<file path="src/rtl/ddr2i_pkg.sv">
// Shared types for the DDR2 initialization sequencer.
// Assumes: command pins are ordered {cs_n, ras_n, cas_n, we_n}.
package ddr2i_pkg;

    // Sequencer steps in issue order; the order is behaviour, not layout.
    typedef enum logic [3:0] {
        ST_PWR,          // cke low, settling wait
        ST_CKE,          // cke high, idle before first precharge
        ST_PRE1,         // precharge-all #1
        ST_EMR2,         // extended register 2
        ST_EMR3,         // extended register 3
        ST_EMR_DLL,      // extended register, DLL enabled
        ST_MR_DLLRST,    // mode register with DLL reset
        ST_PRE2,         // precharge-all #2
        ST_REF,          // refresh, repeated
        ST_MR_RUN,       // mode register without DLL reset
        ST_EMR_OCDDEF,   // calibration default
        ST_EMR_OCDEXIT,  // calibration exit
        ST_LOCKWAIT,     // wait for DLL lock window
        ST_DONE          // initialized
    } step_t;

    localparam logic [3:0] CMD_NOP = 4'b0111;
    localparam logic [3:0] CMD_PRE = 4'b0010;
    localparam logic [3:0] CMD_REF = 4'b0001;
    localparam logic [3:0] CMD_LMR = 4'b0000;

endpackage

</file>
<file path="src/rtl/ddr2i_down_counter.sv">
// Shared wait counter: loaded on every step change, counts down to zero.
// Assumes: load is asserted during reset, so no separate reset is needed.
module ddr2i_down_counter #(
    parameter int W = 8
) (
    input  logic         clk,
    input  logic         load_i,
    input  logic [W-1:0] load_val_i,
    output logic         zero_o
);
    logic [W-1:0] cnt_q;

    // Load on demand, otherwise decrement and hold at zero.
    always_ff @(posedge clk) begin
        if (load_i)
            cnt_q <= load_val_i;
        else if (cnt_q != '0)
            cnt_q <= cnt_q - 1'b1;
    end

    assign zero_o = (cnt_q == '0);
endmodule

</file>
<file path="src/rtl/ddr2i_lock_timer.sv">
// DLL lock window: counts T_LOCK cycles after the DLL-reset write.
// Assumes: start_i pulses for one cycle; a later pulse restarts the window.
module ddr2i_lock_timer #(
    parameter int T_LOCK = 200
) (
    input  logic clk,
    input  logic rst_n,
    input  logic start_i,
    output logic done_o
);
    localparam int LK_W = $clog2(T_LOCK + 1);

    logic            armed_q;
    logic [LK_W-1:0] cnt_q;

    // Arm on start, then count down and hold at zero.
    always_ff @(posedge clk) begin
        if (!rst_n) begin
            armed_q <= 1'b0;
            cnt_q   <= '0;
        end else if (start_i) begin
            armed_q <= 1'b1;
            cnt_q   <= LK_W'(T_LOCK);
        end else if (armed_q && cnt_q != '0) begin
            cnt_q <= cnt_q - 1'b1;
        end
    end

    assign done_o = armed_q && (cnt_q == '0);
endmodule

</file>
<file path="src/rtl/ddr2i_cmd_decode.sv">
// Pin decode: turns the current step into cke, command, bank and address.
// Assumes: a command is driven only in the first cycle of its step (fresh_i);
// ADDR_W is at least 11 and DLLRST_BIT lies inside the address bus.
module ddr2i_cmd_decode
    import ddr2i_pkg::*;
#(
    parameter int                ADDR_W     = 14,
    parameter int                BA_W       = 3,
    parameter int                DLLRST_BIT = 8,
    parameter logic [ADDR_W-1:0] MR_VAL     = '0,
    parameter logic [ADDR_W-1:0] EMR_VAL    = '0,
    parameter logic [ADDR_W-1:0] EMR2_VAL   = '0,
    parameter logic [ADDR_W-1:0] EMR3_VAL   = '0
) (
    input  step_t             step_i,
    input  logic              fresh_i,
    output logic              cke_o,
    output logic [3:0]        cmd_o,
    output logic [BA_W-1:0]   ba_o,
    output logic [ADDR_W-1:0] addr_o
);
    localparam logic [ADDR_W-1:0] ONE      = ADDR_W'(1);
    localparam logic [ADDR_W-1:0] A10_ALL  = ONE << 10;
    localparam logic [ADDR_W-1:0] OCD_MASK = (ONE << 7) | (ONE << 8) | (ONE << 9);
    localparam logic [ADDR_W-1:0] DLL_MASK = ONE << DLLRST_BIT;

    // Drive the step's command in its first cycle, no-operation otherwise.
    always_comb begin
        cke_o  = (step_i != ST_PWR);
        cmd_o  = CMD_NOP;
        ba_o   = '0;
        addr_o = '0;
        if (fresh_i) begin
            case (step_i)
                ST_PRE1, ST_PRE2: begin
                    cmd_o  = CMD_PRE;
                    addr_o = A10_ALL;
                end
                ST_EMR2: begin
                    cmd_o  = CMD_LMR;
                    ba_o   = BA_W'(2);
                    addr_o = EMR2_VAL;
                end
                ST_EMR3: begin
                    cmd_o  = CMD_LMR;
                    ba_o   = BA_W'(3);
                    addr_o = EMR3_VAL;
                end
                ST_EMR_DLL, ST_EMR_OCDEXIT: begin
                    cmd_o  = CMD_LMR;
                    ba_o   = BA_W'(1);
                    addr_o = EMR_VAL & ~OCD_MASK;
                end
                ST_EMR_OCDDEF: begin
                    cmd_o  = CMD_LMR;
                    ba_o   = BA_W'(1);
                    addr_o = EMR_VAL | OCD_MASK;
                end
                ST_MR_DLLRST: begin
                    cmd_o  = CMD_LMR;
                    addr_o = MR_VAL | DLL_MASK;
                end
                ST_MR_RUN: begin
                    cmd_o  = CMD_LMR;
                    addr_o = MR_VAL & ~DLL_MASK;
                end
                ST_REF: cmd_o = CMD_REF;
                default: cmd_o = CMD_NOP;
            endcase
        end
    end
endmodule

</file>
<file path="src/rtl/ddr2_init_seq.sv">
// DDR2 power-up initialization sequencer (top).
// Walks the fixed precharge / load-mode / refresh list, spacing commands with
// one shared down-counter reloaded at every step change, and raises init_done
// once the DLL lock window has elapsed. Assumes all waits are at least 1 and
// N_REF is at least 1.
module ddr2_init_seq
    import ddr2i_pkg::*;
#(
    parameter int                ADDR_W     = 14,
    parameter int                BA_W       = 3,
    parameter int                T_PWR      = 80000,
    parameter int                T_CKE      = 160,
    parameter int                T_RPA      = 6,
    parameter int                T_MRD      = 2,
    parameter int                T_RFC      = 51,
    parameter int                T_LOCK     = 200,
    parameter int                N_REF      = 2,
    parameter int                DLLRST_BIT = 8,
    parameter logic [ADDR_W-1:0] MR_VAL     = ADDR_W'(14'h0a52),
    parameter logic [ADDR_W-1:0] EMR_VAL    = ADDR_W'(14'h0004),
    parameter logic [ADDR_W-1:0] EMR2_VAL   = '0,
    parameter logic [ADDR_W-1:0] EMR3_VAL   = '0
) (
    input  logic              clk,
    input  logic              rst_n,
    output logic              cke,
    output logic              cs_n,
    output logic              ras_n,
    output logic              cas_n,
    output logic              we_n,
    output logic [BA_W-1:0]   ba,
    output logic [ADDR_W-1:0] addr,
    output logic              init_done
);
    localparam int MAX_A = (T_PWR > T_CKE) ? T_PWR : T_CKE;
    localparam int MAX_B = (T_RPA > T_RFC) ? T_RPA : T_RFC;
    localparam int MAX_C = (MAX_A > MAX_B) ? MAX_A : MAX_B;
    localparam int MAX_W = (MAX_C > T_MRD) ? MAX_C : T_MRD;
    localparam int CNT_W = $clog2(MAX_W + 1);
    localparam int RF_W  = $clog2(N_REF + 1);

    step_t            step_q, step_nxt;
    logic             fresh_q;
    logic             advance;
    logic             cnt_zero;
    logic             cnt_load;
    logic [CNT_W-1:0] load_val;
    logic [RF_W-1:0]  ref_q;
    logic             lock_start;
    logic             lock_done;
    logic [3:0]       cmd;

    // Wait length, minus one, that a step holds before the next command.
    function automatic logic [CNT_W-1:0] wait_of(input step_t s);
        case (s)
            ST_PWR:            wait_of = CNT_W'(T_PWR - 1);
            ST_CKE:            wait_of = CNT_W'(T_CKE - 1);
            ST_PRE1, ST_PRE2:  wait_of = CNT_W'(T_RPA - 1);
            ST_REF:            wait_of = CNT_W'(T_RFC - 1);
            ST_EMR2, ST_EMR3, ST_EMR_DLL, ST_MR_DLLRST,
            ST_MR_RUN, ST_EMR_OCDDEF, ST_EMR_OCDEXIT:
                               wait_of = CNT_W'(T_MRD - 1);
            default:           wait_of = '0;
        endcase
    endfunction

    // Choose the next step when the current wait has run out.
    always_comb begin
        advance  = 1'b0;
        step_nxt = step_q;
        case (step_q)
            ST_LOCKWAIT: begin
                if (lock_done) begin
                    advance  = 1'b1;
                    step_nxt = ST_DONE;
                end
            end
            ST_DONE: advance = 1'b0;
            default: begin
                if (cnt_zero) begin
                    advance = 1'b1;
                    case (step_q)
                        ST_PWR:         step_nxt = ST_CKE;
                        ST_CKE:         step_nxt = ST_PRE1;
                        ST_PRE1:        step_nxt = ST_EMR2;
                        ST_EMR2:        step_nxt = ST_EMR3;
                        ST_EMR3:        step_nxt = ST_EMR_DLL;
                        ST_EMR_DLL:     step_nxt = ST_MR_DLLRST;
                        ST_MR_DLLRST:   step_nxt = ST_PRE2;
                        ST_PRE2:        step_nxt = ST_REF;
                        ST_REF:         step_nxt = (ref_q == RF_W'(N_REF - 1))
                                                   ? ST_MR_RUN : ST_REF;
                        ST_MR_RUN:      step_nxt = ST_EMR_OCDDEF;
                        ST_EMR_OCDDEF:  step_nxt = ST_EMR_OCDEXIT;
                        ST_EMR_OCDEXIT: step_nxt = ST_LOCKWAIT;
                        default:        step_nxt = ST_DONE;
                    endcase
                end
            end
        endcase
    end

    // Reload the shared counter on reset and on every step change.
    assign cnt_load = !rst_n || advance;
    assign load_val = rst_n ? wait_of(step_nxt) : wait_of(ST_PWR);

    ddr2i_down_counter #(.W(CNT_W)) u_wait (
        .clk        (clk),
        .load_i     (cnt_load),
        .load_val_i (load_val),
        .zero_o     (cnt_zero)
    );

    // Step register, first-cycle flag and refresh tally.
    always_ff @(posedge clk) begin
        if (!rst_n) begin
            step_q  <= ST_PWR;
            fresh_q <= 1'b1;
            ref_q   <= '0;
        end else begin
            if (advance)
                step_q <= step_nxt;
            fresh_q <= advance;
            if (step_q == ST_REF && advance)
                ref_q <= ref_q + 1'b1;
        end
    end

    assign lock_start = (step_q == ST_MR_DLLRST) && fresh_q;

    ddr2i_lock_timer #(.T_LOCK(T_LOCK)) u_lock (
        .clk     (clk),
        .rst_n   (rst_n),
        .start_i (lock_start),
        .done_o  (lock_done)
    );

    ddr2i_cmd_decode #(
        .ADDR_W     (ADDR_W),
        .BA_W       (BA_W),
        .DLLRST_BIT (DLLRST_BIT),
        .MR_VAL     (MR_VAL),
        .EMR_VAL    (EMR_VAL),
        .EMR2_VAL   (EMR2_VAL),
        .EMR3_VAL   (EMR3_VAL)
    ) u_dec (
        .step_i  (step_q),
        .fresh_i (fresh_q),
        .cke_o   (cke),
        .cmd_o   (cmd),
        .ba_o    (ba),
        .addr_o  (addr)
    );

    assign {cs_n, ras_n, cas_n, we_n} = cmd;
    assign init_done = (step_q == ST_DONE);
endmodule

</file>
<file path="config.mk">
export PLATFORM = sky130hd
export DESIGN_NAME = ddr2_init_seq
export DESIGN_NICKNAME = d
export VERILOG_FILES = /design/src/rtl/ddr2i_pkg.sv /design/src/rtl/ddr2i_down_counter.sv /design/src/rtl/ddr2i_lock_timer.sv /design/src/rtl/ddr2i_cmd_decode.sv /design/src/rtl/ddr2_init_seq.sv
export SDC_FILE = /design/constraint.sdc
export NUM_CORES = 1
export LEC_CHECK = 0
export BUFFER_PORTS_ARGS = -buffer_cell sky130_fd_sc_hd__buf_2
export CAP_MARGIN = 20
export CORE_ASPECT_RATIO = 0.7
export CORE_UTILIZATION = 30
export CTS_CLUSTER_SIZE = 12
export DETAILED_ROUTE_END_ITERATION = 8
export PLACE_DENSITY_LB_ADDON = 0.12
export SKIP_CTS_REPAIR_TIMING = 1
export SLEW_MARGIN = 20
export SYNTH_ARGS = -nofsm -noshare
export SYNTH_HDL_FRONTEND = slang
export SYNTH_SLANG_ARGS = --single-unit
</file>
<file path="constraint.sdc">
create_clock -name clk -period 5.31 [get_ports clk]
set_input_delay 0.2655 -clock clk [delete_from_list [all_inputs] [get_ports clk]]
set_output_delay 0.2655 -clock clk [all_outputs]
set_load 0.02 [all_outputs]
</file>
==> results.cfg <==
[sta]
fin_skew_ns = 0.0106
period_needed_ns = 3.00
tightest_slew_ns = 0.824
final_max_slew_viol_count = 0
rsz0062_at_grt = false
finalSetupViolCount = 0
final.setup.worst_slack_ns = 2.31
fin_crit_sh = 0.566
fmax_mhz = 333
slew-limit-headroom = 0.447
hold_violations = 0
fin_tns_setup_ns = 0

[grt]
grt_pass1_wl_mm = 8.15
grt_max_degree = 20
track_usage = 0.145
antenna_found_initial = 0
use_met1 = 0.226
gr-usage-met2 = 0.192
grt_pass1_vias = 1565
grt-ovfl-total = 0
met3_usage = 0.0356
grt-busiest-layer = met1

[clocking]
clkTransAtPathRegs_ns = 0.07
cts_max_path_buffers = 2
cts.sinks = 33
cts-root-buf = clkbuf_8
cts_max_level = 2
cts_buffers = 5
cts_tree = built
insertion_delay_ns = 0.28

[setup_path]
critical_path.max_fanout = 17
crit_path_end_kind = flip-flop
path_class = flip-flop to flip-flop
crit_path_frequent_cell = nand2_1
crit_path_cell_trace = nor4_1 > nand3_1 > o31a_1 > nand2_1 > inv_1 > nand2_1
cp.arrival_ns = 2.92
cp_slowest_cell = nor4_1
slowest_delay_ns = 0.63
cp.required_ns = 5.23
start_kind = flip-flop

[layout]
nFillCells = 711
stdcell_count = 350
multi_input_area_mm2 = 0.00114
final_nets = 262
final_area_mm2 = 0.00229
ff_latch_area_um2 = 831
drive_gt1_frac = 0.109
diodes = 0
areaGrowthSynthToFinish_pct = 9.00

[floorplan]
die-area_mm2 = 0.00734
initial_utilization = 0.311
core_area_mm2 = 0.00676
boundaryPins = 25
die_x_um = 102
dieHeight_um = 72.0
rows = 25

[synthesis]
synth-seq-cells = 33
synth-edff-count = 17
ys.flop_type = edfxtp_1
synth_area_mm2 = 0.00210
avgSynthCellArea_um2 = 8.53
postSynth.asyncResetShare = 0
synthDistinctLibCells = 43
syn_inst = 246
ys_seq_area_frac = 0.396
yosysWarnings = 0

[detailed_routing]
viasPerCell = 4.85
vias = 1698
route.detailed.drc = 0
first_iter_violations = 73
dr.pass1.iters = 4
ant_nets = 0
finalWirelength_mm = 4.84
post_drt_wl_per_cell_um = 13.8

[pwr]
vdd_drop_max_v = 0.0000622
p_per_area_mw_per_mm2 = 204
cellLeakagePower_nw = 0.789
fin_total_pwr_uw = 468

[place]
dpl-instance-area_mm2 = 0.00221
dpl.hpwl_mm = 3.55
dp.cells = 342
port_buffers = 17
pre_cts_ws_ns = 2.31
gp_congestion = 0.814

[status]
status = finished, final reports clean

[job]
timing.max_cap.violations = 0

[hold_path]
hold_class = primary input to flip-flop
[sequential cells by signal, indices dropped and copies added, names as in the netlist]
| signal | count |
|---|---|
| u_wait.cnt_q | 17 |
| step_q | 4 |
| fresh_q | 1 |
| u_lock.armed_q | 1 |
| u_lock.cnt_q | 8 |
| ref_q | 2 |
[layout make-up]
| cell class | instances | share of cell area |
|---|---|---|
| inverter | 8 | 0.0131 |
| clock inverter | 1 | 0.00164 |
| timing repair buffer | 17 | 0.0372 |
| sequential | 33 | 0.363 |
| clock buffer | 7 | 0.0334 |
| tap | 94 | 0.0514 |
| multi-input combinational | 190 | 0.500 |
[Yosys cell counts, types with 2 or more instances]
| cell type | instances | area [µm²] |
|---|---|---|
| nand4b_1 | 3 | 26.3 |
| nand2_1 | 22 | 82.6 |
| a31oi_1 | 2 | 12.5 |
| a21oi_1 | 15 | 75.1 |
| ha_1 | 5 | 62.6 |
| dfxtp_1 | 16 | 320 |
| o21ai_0 | 13 | 65.1 |
| and2_1 | 3 | 18.8 |
| nand3b_1 | 2 | 15.0 |
| nor3_1 | 10 | 50.1 |
| nand4_1 | 2 | 12.5 |
| a211oi_1 | 3 | 22.5 |
| buf_4 | 10 | 75.1 |
| or3_1 | 3 | 18.8 |
| mux2i_1 | 3 | 30.0 |
| nand2b_1 | 5 | 31.3 |
| inv_1 | 8 | 30.0 |
| or2_2 | 2 | 12.5 |
| xor2_1 | 12 | 105 |
| nor4b_1 | 2 | 17.5 |
| nand3_1 | 9 | 45.0 |
| nor3b_1 | 4 | 30.0 |
| nor2b_1 | 3 | 18.8 |
| xnor2_1 | 10 | 87.6 |
| nor4_1 | 5 | 31.3 |
| clkbuf_1 | 11 | 41.3 |
| o31a_1 | 2 | 17.5 |
| nor2_1 | 29 | 109 |
| o211ai_1 | 2 | 15.0 |
| edfxtp_1 | 17 | 510 |
[power by group]
part	switching (mW)	internal (mW)	total (mW)
clock	0.0895	0.0912	0.181
sequential	0.00269	0.268	0.271
combinational	0.0126	0.00343	0.0161
[worst paths after layout]
check                           cells past startpoint                         from                             end  slack, ns
worst max-delay path                                6    u_wait.cnt_q[3]$_DFFE_PP_  u_wait.cnt_q[14]$_SDFFCE_PN0P_       2.31
worst min-delay path                                3                        rst_n          step_q[0]$_SDFFE_PN0P_       0.38
worst max register to register                      6    u_wait.cnt_q[3]$_DFFE_PP_  u_wait.cnt_q[14]$_SDFFCE_PN0P_       2.31
worst min register to register                      2  u_lock.armed_q$_SDFFE_PN0P_     u_lock.armed_q$_SDFFE_PN0P_       0.47
[layout by cell type (no fill, tap or decap), types with 4 or more instances in the layout]
cell      count
a21oi_1      15
buf_2        17
clkbuf_8      5
conb_1        7
dfxtp_1      16
edfxtp_1     17
ha_1          5
inv_1         8
nand2_1      22
nand2b_1      5
nand3_1       9
nor2_1       29
nor3_1       10
nor3b_1       4
nor4_1        5
o21ai_0      13
xnor2_1      10
xor2_1       12
[metrics by stage]
step | hold slack (ns) | util
2_1_floorplan | 0.442 | -
3_3_place_gp | 0.467 | 0.327
3_5_place_dp | 0.463 | 0.327
4_1_cts | 0.377 | 0.339
5_1_grt | 0.400 | 0.339
6_report | 0.384 | 0.339
[per-layer routing]
layer / routed length [µm] / vias up
li1: - / 863
met3: 238 / 5
met2: 1780 / 47
met1: 2770 / 783
met4: 45 / 0
met5: 0 / -
[worst max-delay path, delay by kind of cell, from the launching register on]
kind	cells	cell delay (ns)
DFF	1	0.46
buffers and inverters	1	0.12
AOI/OAI and AO/OA	1	0.34
and+or+nand+nor	4	1.70
[kinds of logic after synthesis]
| family | share of synthesized area |
|---|---|
| buffers and inverters | 0.0697 |
| DFF | 0.396 |
| and+or+nand+nor | 0.270 |
| AOI/OAI and AO/OA | 0.127 |
| muxes | 0.0143 |
| adders and majority gates | 0.0298 |
| xor gates and xnor gates | 0.0918 |
| other | 0.00179 |
(Power assumes the default switching activity.)
